<file path="config.mk">
export PLATFORM = sky130hd
export DESIGN_NAME = iotlb_inv_encoder
export DESIGN_NICKNAME = d
export VERILOG_FILES = /design/src/rtl/iotlb_enc_pkg.sv /design/src/rtl/iotlb_am_fit.sv /design/src/rtl/iotlb_desc_build.sv /design/src/rtl/iotlb_out_stage.sv /design/src/rtl/iotlb_inv_encoder.sv
export SDC_FILE = /design/constraint.sdc
export NUM_CORES = 1
export LEC_CHECK = 0
export BUFFER_PORTS_ARGS = -buffer_cell sky130_fd_sc_hd__buf_2
export CAP_MARGIN = 20
export CORE_MARGIN = 2
export CORE_UTILIZATION = 55
export CTS_CLUSTER_DIAMETER = 100
export DETAILED_ROUTE_END_ITERATION = 7
export PLACE_DENSITY = 0.79
export SLEW_MARGIN = 30
export SYNTH_ARGS = -nofsm -noshare
export SYNTH_HDL_FRONTEND = slang
export SYNTH_SLANG_ARGS = --single-unit
export TNS_END_PERCENT = 20
</file>
<file path="constraint.sdc">
create_clock -name clk -period 13.25 [get_ports clk]
set_input_delay 1.325 -clock clk [delete_from_list [all_inputs] [get_ports clk]]
set_output_delay 1.325 -clock clk [all_outputs]
set_load 0.02 [all_outputs]
</file>
<file path="src/rtl/iotlb_enc_pkg.sv">
package iotlb_enc_pkg;
  localparam int DSC_W = 64;
  localparam logic [3:0] IOTLB_TYPE = 4'd2;

  typedef enum logic [1:0] {
    GR_BAD    = 2'd0,
    GR_GLOBAL = 2'd1,
    GR_DOMAIN = 2'd2,
    GR_PAGE   = 2'd3
  } gran_e;

  typedef enum logic {
    S_IDLE   = 1'b0,
    S_SEARCH = 1'b1
  } enc_state_e;
endpackage

</file>
<file path="src/rtl/iotlb_am_fit.sv">
module iotlb_am_fit #(
  parameter int PFN_W = 52,
  parameter int CNT_W = 16,
  parameter int AM_W  = 6
) (
  input  logic [PFN_W-1:0] pfn,
  input  logic [CNT_W-1:0] count,
  input  logic [AM_W-1:0]  am,
  output logic             fits
);
  localparam int SPAN_W = (1 << AM_W) + 1;

  logic [SPAN_W-1:0] blk;
  logic [SPAN_W-1:0] offs;
  logic [SPAN_W-1:0] need;

  always_comb begin
    blk  = SPAN_W'(1) << am;
    offs = SPAN_W'(pfn) & (blk - SPAN_W'(1));
    need = offs + SPAN_W'(count);
    fits = (need <= blk);
  end
endmodule

</file>
<file path="src/rtl/iotlb_desc_build.sv">
module iotlb_desc_build
  import iotlb_enc_pkg::*;
#(
  parameter int DOM_W      = 16,
  parameter int ADDR_W     = 64,
  parameter int AM_W       = 6,
  parameter int PAGE_SHIFT = 12
) (
  input  gran_e              gran,
  input  logic [DOM_W-1:0]   dom,
  input  logic [ADDR_W-1:0]  addr,
  input  logic               hint,
  input  logic [AM_W-1:0]    am,
  input  logic               drain_rd,
  input  logic               drain_wr,
  output logic [DSC_W-1:0]   lo,
  output logic [DSC_W-1:0]   hi
);
  localparam logic [DSC_W-1:0] OFFS_MASK = DSC_W'((64'd1 << PAGE_SHIFT) - 64'd1);

  logic [DOM_W-1:0] dom_eff;

  always_comb begin
    dom_eff = (gran == GR_GLOBAL) ? '0 : dom;
    lo = (DSC_W'(dom_eff) << 16)
       | (DSC_W'(drain_rd) << 7)
       | (DSC_W'(drain_wr) << 6)
       | (DSC_W'(gran) << 4)
       | DSC_W'(IOTLB_TYPE);
    if (gran == GR_PAGE) begin
      hi = (DSC_W'(addr) & ~OFFS_MASK) | (DSC_W'(hint) << 6) | DSC_W'(am);
    end else begin
      hi = '0;
    end
  end
endmodule

</file>
<file path="src/rtl/iotlb_out_stage.sv">
module iotlb_out_stage #(
  parameter int W = 64
) (
  input  logic         clk,
  input  logic         rst,
  input  logic         load,
  input  logic [W-1:0] lo_in,
  input  logic [W-1:0] hi_in,
  input  logic         ready,
  output logic         valid,
  output logic [W-1:0] lo,
  output logic [W-1:0] hi
);
  always_ff @(posedge clk) begin
    if (rst) begin
      valid <= 1'b0;
      lo    <= '0;
      hi    <= '0;
    end else if (load) begin
      valid <= 1'b1;
      lo    <= lo_in;
      hi    <= hi_in;
    end else if (valid && ready) begin
      valid <= 1'b0;
    end
  end

  assert_hold_R10: assert property (@(posedge clk) disable iff (rst)
    (valid && !ready) |=> (valid && $stable(lo) && $stable(hi)));

  assert_load_empty_R9: assert property (@(posedge clk) disable iff (rst)
    load |-> !valid);
endmodule

</file>
<file path="src/rtl/iotlb_inv_encoder.sv">
module iotlb_inv_encoder
  import iotlb_enc_pkg::*;
#(
  parameter int DOM_W      = 16,
  parameter int ADDR_W     = 64,
  parameter int CNT_W      = 16,
  parameter int AM_W       = 6,
  parameter int PAGE_SHIFT = 12
) (
  input  logic              clk,
  input  logic              rst,
  input  logic              req_valid,
  output logic              req_ready,
  input  logic [DOM_W-1:0]  req_domain,
  input  logic [ADDR_W-1:0] req_addr,
  input  logic [CNT_W-1:0]  req_count,
  input  logic              req_hint,
  input  logic [1:0]        req_gran,
  input  logic              cap_psi,
  input  logic [AM_W-1:0]   cap_max_am,
  input  logic              cap_drain_rd,
  input  logic              cap_drain_wr,
  output logic              dsc_valid,
  input  logic              dsc_ready,
  output logic [63:0]       dsc_lo,
  output logic [63:0]       dsc_hi,
  output logic              req_error
);
  localparam int PFN_W = ADDR_W - PAGE_SHIFT;

  enc_state_e        state;
  logic [AM_W-1:0]   am_q;
  logic [AM_W-1:0]   max_q;
  logic [DOM_W-1:0]  dom_q;
  logic [ADDR_W-1:0] addr_q;
  logic [CNT_W-1:0]  cnt_q;
  logic              hint_q;
  logic              dr_q;
  logic              dw_q;

  gran_e             gran_in;
  logic              accept;
  logic              page_ok;
  logic              fits;
  logic              at_max;
  logic              load;

  gran_e             b_gran;
  logic [DOM_W-1:0]  b_dom;
  logic [ADDR_W-1:0] b_addr;
  logic              b_hint;
  logic [AM_W-1:0]   b_am;
  logic              b_dr;
  logic              b_dw;
  logic [63:0]       b_lo;
  logic [63:0]       b_hi;

  assign gran_in   = gran_e'(req_gran);
  assign req_ready = (state == S_IDLE) && !dsc_valid;
  assign accept    = req_valid && req_ready;
  assign page_ok   = cap_psi && (req_addr[PAGE_SHIFT-1:0] == '0);
  assign at_max    = (am_q == max_q);

  iotlb_am_fit #(.PFN_W(PFN_W), .CNT_W(CNT_W), .AM_W(AM_W)) u_fit (
    .pfn   (addr_q[ADDR_W-1:PAGE_SHIFT]),
    .count (cnt_q),
    .am    (am_q),
    .fits  (fits)
  );

  always_comb begin
    if (state == S_IDLE) begin
      b_gran = (gran_in == GR_PAGE) ? GR_DOMAIN : gran_in;
      b_dom  = req_domain;
      b_addr = req_addr;
      b_hint = req_hint;
      b_am   = '0;
      b_dr   = cap_drain_rd;
      b_dw   = cap_drain_wr;
      load   = accept && ((gran_in == GR_GLOBAL) || (gran_in == GR_DOMAIN) ||
                          ((gran_in == GR_PAGE) && !page_ok));
    end else begin
      b_gran = fits ? GR_PAGE : GR_DOMAIN;
      b_dom  = dom_q;
      b_addr = addr_q;
      b_hint = hint_q;
      b_am   = am_q;
      b_dr   = dr_q;
      b_dw   = dw_q;
      load   = fits || at_max;
    end
  end

  iotlb_desc_build #(.DOM_W(DOM_W), .ADDR_W(ADDR_W), .AM_W(AM_W),
                     .PAGE_SHIFT(PAGE_SHIFT)) u_build (
    .gran     (b_gran),
    .dom      (b_dom),
    .addr     (b_addr),
    .hint     (b_hint),
    .am       (b_am),
    .drain_rd (b_dr),
    .drain_wr (b_dw),
    .lo       (b_lo),
    .hi       (b_hi)
  );

  iotlb_out_stage #(.W(64)) u_out (
    .clk   (clk),
    .rst   (rst),
    .load  (load),
    .lo_in (b_lo),
    .hi_in (b_hi),
    .ready (dsc_ready),
    .valid (dsc_valid),
    .lo    (dsc_lo),
    .hi    (dsc_hi)
  );

  always_ff @(posedge clk) begin
    if (rst) begin
      state     <= S_IDLE;
      am_q      <= '0;
      max_q     <= '0;
      dom_q     <= '0;
      addr_q    <= '0;
      cnt_q     <= '0;
      hint_q    <= 1'b0;
      dr_q      <= 1'b0;
      dw_q      <= 1'b0;
      req_error <= 1'b0;
    end else begin
      req_error <= accept && (gran_in == GR_BAD);
      if (state == S_IDLE) begin
        if (accept) begin
          dom_q  <= req_domain;
          addr_q <= req_addr;
          cnt_q  <= req_count;
          hint_q <= req_hint;
          dr_q   <= cap_drain_rd;
          dw_q   <= cap_drain_wr;
          max_q  <= cap_max_am;
          am_q   <= '0;
          if ((gran_in == GR_PAGE) && page_ok) begin
            state <= S_SEARCH;
          end
        end
      end else begin
        if (fits || at_max) begin
          state <= S_IDLE;
        end else begin
          am_q <= am_q + AM_W'(1);
        end
      end
    end
  end

  assert_type_R1: assert property (@(posedge clk) disable iff (rst)
    dsc_valid |-> (dsc_lo[3:0] == 4'h2 && dsc_lo[5:4] != 2'd0));

  assert_global_R3: assert property (@(posedge clk) disable iff (rst)
    (dsc_valid && dsc_lo[5:4] == 2'd1) |-> (dsc_lo[31:16] == 16'h0 && dsc_hi == 64'h0));

  assert_domain_hi_R4: assert property (@(posedge clk) disable iff (rst)
    (dsc_valid && dsc_lo[5:4] == 2'd2) |-> (dsc_hi == 64'h0));

  assert_mask_bound_R6: assert property (@(posedge clk) disable iff (rst)
    (dsc_valid && dsc_lo[5:4] == 2'd3) |-> (dsc_hi[5:0] <= 6'(max_q)));

  assert_search_bound_R7: assert property (@(posedge clk) disable iff (rst)
    (state == S_SEARCH) |-> (am_q <= max_q));

  assert_busy_R9: assert property (@(posedge clk) disable iff (rst)
    (state == S_SEARCH) |-> !req_ready);

  assert_err_quiet_R8: assert property (@(posedge clk) disable iff (rst)
    req_error |-> !dsc_valid);
endmodule

</file>
==> results of run 1 <==
-- metrics by stage --
stage                     utilization [%]  setup slack, ps  cells  instance area (um2)  hold slack [ps]
final                               62.09             3386   2093                14440            456.5
after global routing                62.05             2658   2089                14430            481.1
after CTS                           62.04             3540   2089                14430            457.7
after detailed placement            59.28             3590   2057                13790            446.3
after global placement              59.14             3911   2056                13760            441.1
after floorplan                         -             5160   1696                13100            436.0
-- synth_stat cells, types with 12 or more instances --
master    number
xor2_1        27
xnor2_1       42
and2_1        26
nor2_1        48
dfxtp_1      182
nor4_1        12
nor3_1        32
o31ai_1       70
nand3_1       40
inv_1         28
nand2_1      282
a21o_1        41
o21ai_0       39
and3_1        14
clkbuf_1      99
mux2i_1       72
nor2b_1       13
buf_4         48
a21oi_1      160
ha_1          79
nand4_1       96
-- registers in the layout, summed over array words and instances (netlist names) --
name / count
u_out.valid: 1
am_q: 6
u_out.hi: 59
u_out.lo: 21
addr_q: 52
state: 1
dr_q: 1
dw_q: 1
cnt_q: 16
req_error: 1
dom_q: 16
hint_q: 1
max_q: 6
-- cells by family (layout without fill, tap and decap cells) --
group	count (synthesis)	in the layout
simple gates	645	645
buf+inv	197	271
flops	182	182
fa+ha+maj	80	80
mux	79	79
compound gates	396	396
xor+xnor	69	69
other cells	1	52
-- critical path: cells and delay by family, from the launching register on --
kind	cells	cell delay, ps
buffers and inverters	4	1650
and+or+nand+nor	15	4680
adders and majority gates	3	1110
DFF	1	310
xor gates and xnor gates	2	230
AOI/OAI and AO/OA	6	1650
-- area by class of cell --
cell class	count	area, um2	area share (%)
Multi-Input combinational cell	1317	8524	59.02
Clock buffer	17	425.4	2.945
Antenna cell	4	10.01	0.06930
Inverter	28	105.1	0.7276
Sequential cell	182	3647	25.25
Tap cell	319	399.1	2.763
Clock inverter	15	215.2	1.490
Timing Repair Buffer	211	1117	7.736
-- metal layers --
| layer | up-vias | global-route usage, % | wire, um |
|---|---|---|---|
| met5 | - | 0 | 0 |
| met4 | 0 | 12.29 | 1437 |
| met3 | 86 | 5.644 | 2818 |
| met2 | 561 | 52.07 | 18520 |
| met1 | 5948 | 39.81 | 16290 |
| li1 | 6116 | - | - |
-- power breakdown --
| group | total [mW] | switching, mW | internal, mW | leakage, nW |
|---|---|---|---|---|
| combinational | 0.168 | 0.114 | 0.0541 | 4.11 |
| sequential | 0.594 | 0.0219 | 0.572 | 1.49 |
| clock | 0.536 | 0.271 | 0.264 | 0.307 |
-- worst paths after layout --
check / from / endpoint / slack [ps] / cells past startpoint
worst min-delay path: dom_q[12] / dom_q[12] / 460 / 2
worst max-delay path: am_q[2] / u_out.hi[47] / 3390 / 30
worst max register to register: am_q[2] / u_out.hi[47] / 3390 / 30
worst min register to register: dom_q[12] / dom_q[12] / 460 / 2
==> impl_results.md, run 1 <==
- Clock transition at path regs: 90 ps
- TritonRoute pass-1 iters: 6
- Max Freq: 101.4 MHz
- Yosys reg bits: 182
- Fin. Hold Viols: 0
- Core Rows: 56
- Drt via density: 6.073
- Hold WC Path Type: reg2reg
- Max Root-Sink Buffers: 2
- Cell Area, Synth: 12920 um2
- Startpoint types: flip-flop
- Pleak: 5.905 nW
- Top Ports: 243
- Slowest CP cell: and2_2
- Post-synthesis mux area share: 6.304%
- Setup CP Type: reg2reg
- Die area: 24730 um2
- Critical Path Max Stage Delay: 740 ps
- Residual DRC: 0
- Antenna-violating nets left: 0
- Main flop type after synthesis: dfxtp_1
- Post-DP HPWL: 28.28 mm
- Area share of the largest cell type after synthesis: 28.20%
- Cell taking the most area after synthesis: dfxtp_1
- Worst-margin pin slew: 919.0 ps
- Synth Instances: 1649
- Share of cells above drive strength 1: 16.78%
- Period utilisation layout: 74.45%
- Slew Limit Fails: 0
- Unrepaired setup endpoints after global routing: no
- Netlist cell types: 91
- TNS Setup: 0 ps
- Compound-Gate Fraction of Synth Area: 19.81%
- Clock period minus worst slack: 9864 ps
- Critical Path End Type: flip-flop
- Num CTS Buffers: 17
- Root buffer cell: clkbuf_16
- Layout area overhead: 11.80%
- DRT Wirelength: 39.07 mm
- Final-layout fill cell count: 2076
- Initial core utilization: 55.54%
- Initial antenna violation count: 1
- Worst slew margin relative to its limit: 38.74%
- Cts hold-fix bufs: 0
- Die width: 157.3 um
- Core area: 23260 um2
- Vias in the first global route: 11670
- PD cells: 89.89 nW/um2
- Biggest fanout along the worst timing path: 75
- First-pass GRT wire length: 61.44 mm
- Worst EP required: 13540 ps
- CTS tree: built
- Post-synth EDFFs: 0
- Layout net count: 1949
- Most frequent cells in the layout: 280 x nand2_1, 193 x buf_2, 181 x dfxtp_1
- Post-CTS sizing: 0
- Max-Cap Viols: 0
- DR WL/cell: 18.67 um
- Skew-Pair Late Insertion Delay: 450 ps
- Post-Route Skew: 24.42 ps
- Sequential area share after synthesis: 28.20%
- GRT Util Overall: 31.16%
- Routability Congestion: 0.9539
- Synth Area in Simple Gates: 25.77%
- Die height: 157.3 um
- H-tree levels: 4
- Power Total: 1.298 mW
- Status: complete, no violations
- Initial DRC Count: 1246
- Ys async rst share: 0%
- Grt ovf: 0
- Most common cell after layout, fill and taps aside: nand2_1
- Combinational family with the most area after synthesis: simple AND/OR/NAND/NOR gates
- Maximum vdd ir drop: 0.00008159 V
- Post-Synth XOR/XNOR Area: 4.678%
- WP data arrival: 10160 ps
- Syn. warnings: 0
- Syn avg cell area: 7.835 um2
- Via count: 12710
- # Post-CTS Setup Buffers: 0
- Adder-cell area share of the yosys netlist: 7.806%
- IO buf count: 194
- Sink Count: 182
- Final Setup Violations: 0
- Top post-synthesis cells by area: dfxtp_1 28%, nand2_1 8.2%, ha_1 7.7%, a21oi_1 6.2%, mux2i_1 5.6%
- Largest net degree at the start of global routing: 98
Power figures use the tool's default switching activity.
==> run 2, diff against run 1 <==
Clock period 13.25 ns to 10.3 ns, I/O delays scaled along.
==> impl_results.md, run 2 (synthesis results as in run 1) <==
- Status: complete, no violations
- Dpl cell area: 13780 um2
- Largest net degree at the start of global routing: 98
- Slew Limit Fails: 0
- Core Rows: 56
- Clock period minus worst slack: 9169 ps
- Die area: 24730 um2
- Setup CP Type: reg2reg
- Most flop-heavy register: u_out.hi
- GRT Util Overall: 31.28%
- Most frequent cells in the layout: 280 x nand2_1, 193 x buf_2, 181 x dfxtp_1
- Worst-margin pin slew: 1008 ps
- WP data arrival: 9510 ps
- Post-DP HPWL: 28.13 mm
- Worst hold margin: 458.3 ps
- Post-Route Skew: 22.35 ps
- M1 WL: 16.42 mm
- Unrepaired setup endpoints after global routing: no
- R2r startpoint: am_q[0]
- Sink Count: 182
- Comb power frac: 13.0%
- Reg2Reg Setup Slack: 1130 ps
- Clock transition at path regs: 90 ps
- Share of power burned in registers: 45.9%
- CP dominant cell by count: ha_1
- Finished Layout Cells: 2090
- Layout area overhead: 11.66%
- Initial antenna violation count: 3
- Hold Startpoint: dom_q[12]
- Core area: 23260 um2
- Top Ports: 243
- CTS tree: built
- Vias in the first global route: 11690
- NetSw: 0.5224 mW
- Worst EP required: 10640 ps
- Max-Cap Viols: 0
- Die width: 157.3 um
- Met3 WL: 2.784 mm
- Most common cell after layout, fill and taps aside: nand2_1
- Worst slew margin relative to its limit: 32.80%
- PD cells: 115.6 nW/um2
- Biggest fanout along the worst timing path: 42
- Residual DRC: 0
- Switching part of the total: 31.33%
- Initial core utilization: 55.54%
- Die height: 157.3 um
- Hold Path Stages: 2
- Post-CTS sizing: 0
- Worst slack, placed: 1330 ps
- Cts hold-fix bufs: 0
- Via count: 12860
- Share of cells above drive strength 1: 16.73%
- DRT Wirelength: 39.29 mm
- Num CTS Buffers: 17
- Worst R2R Path Depth: 30
- Top flop regs: u_out.hi: 59 flops, addr_q: 52 flops, u_out.lo: 21 flops
- Max Freq: 109.1 MHz
- Initial DRC Count: 1171
- # Post-CTS Setup Buffers: 0
- Pleak: 5.894 nW
- Max Root-Sink Buffers: 2
- Fin. Hold Viols: 0
- Setup ws final: 1131 ps
- Startpoint types: flip-flop
- IO buf count: 194
- Top Layer Used: met4
- Placed Instances: 2056
- Final-layout fill cell count: 2145
- Design area: 14430 um2
- Final Setup Violations: 0
- Critical Path Max Stage Delay: 530 ps
- Period utilisation layout: 89.02%
- Routability Congestion: 0.9360
- First-pass GRT wire length: 61.96 mm
- Reg2reg end: u_out.hi[21]
- CP Buf/Inv Count: 1
- Min-Delay Endpoint: dom_q[12]
- Maximum vdd ir drop: 0.0001094 V
- DR WL/cell: 18.80 um
- Internal power: 1.145 mW
- Grt ovf: 0
- Antenna-violating nets left: 0
- H-tree levels: 4
- TritonRoute pass-1 iters: 6
- TNS Setup: 0 ps
- Slowest CP cell: nor3_1
- Root buffer cell: clkbuf_16
- Cell class contributing the biggest share of worst-path delay: simple AND/OR/NAND/NOR gates
- Critical Path End Type: flip-flop
- Skew-Pair Late Insertion Delay: 440 ps
- Layout net count: 1948
- Drt via density: 6.153
- Clk network pwr share: 41.1%
- Metal2 WL: 18.66 mm
- Hold WC Path Type: reg2reg
- Max FFs per register: 59
run 2: cell types whose count changed in the layout (fill, tap and decap cells not counted), sizes merged:
cell | previous run | this run
diode | 4 | 2
buf | 211 | 210
clkinv | 8 | 7
inv | 35 | 36
run 2: routing by layer:
metal  vias up  global-route usage, %
li1       6109                      -
met1      6069                  40.50
met2       594                  52.01
met3        88                  4.873
met4         0                  12.68
met5         -                      0
run 2: through the flow:
stage                     total power, mW  utilization, %
after floorplan                    0.9272               -
after global placement             0.9888           59.14
after detailed placement           0.9945           59.22
after CTS                           1.672           61.97
after global routing                1.730           62.02
final                               1.668           62.02
run 2: how the worst max path moves through the flow:
stage / start / end / slack (ps) / cells after the start
after detailed placement: am_q[0] / u_out.hi[0] / 1330 / 30
after CTS: am_q[0] / u_out.hi[5] / 1300 / 30
after global placement: am_q[0] / u_out.hi[46] / 1470 / 27
final: am_q[0] / u_out.hi[21] / 1130 / 30
after floorplan: am_q[2] / u_out.lo[23] / 2210 / 37
after global routing: am_q[0] / u_out.hi[28] / 310 / 30
run 2: power by group through the flow:
stage                     logic [mW]  clock network, mW  registers, mW
final                          0.216              0.686          0.765
after global routing           0.238              0.723          0.768
after CTS                      0.214              0.693          0.765
after detailed placement       0.213                  0          0.781
after global placement         0.209                  0          0.780
after floorplan                0.146                  0          0.782
run 2: tightest hold or removal path, stage by stage, from the launching register on:
cell and delay [ps]:
dfxtp_1 320, nand2_1 50, a21oi_1 50
run 2: area by class of cell:
class	count	area (um2)	area share, %
antenna	2	5.005	0.03469
clock inverter	15	214.0	1.483
clock buffer	17	425.4	2.949
sequential	182	3647	25.28
timing repair buffer	210	1097	7.606
inverter	28	105.1	0.7285
multi-input combinational	1317	8533	59.15
tap	319	399.1	2.767
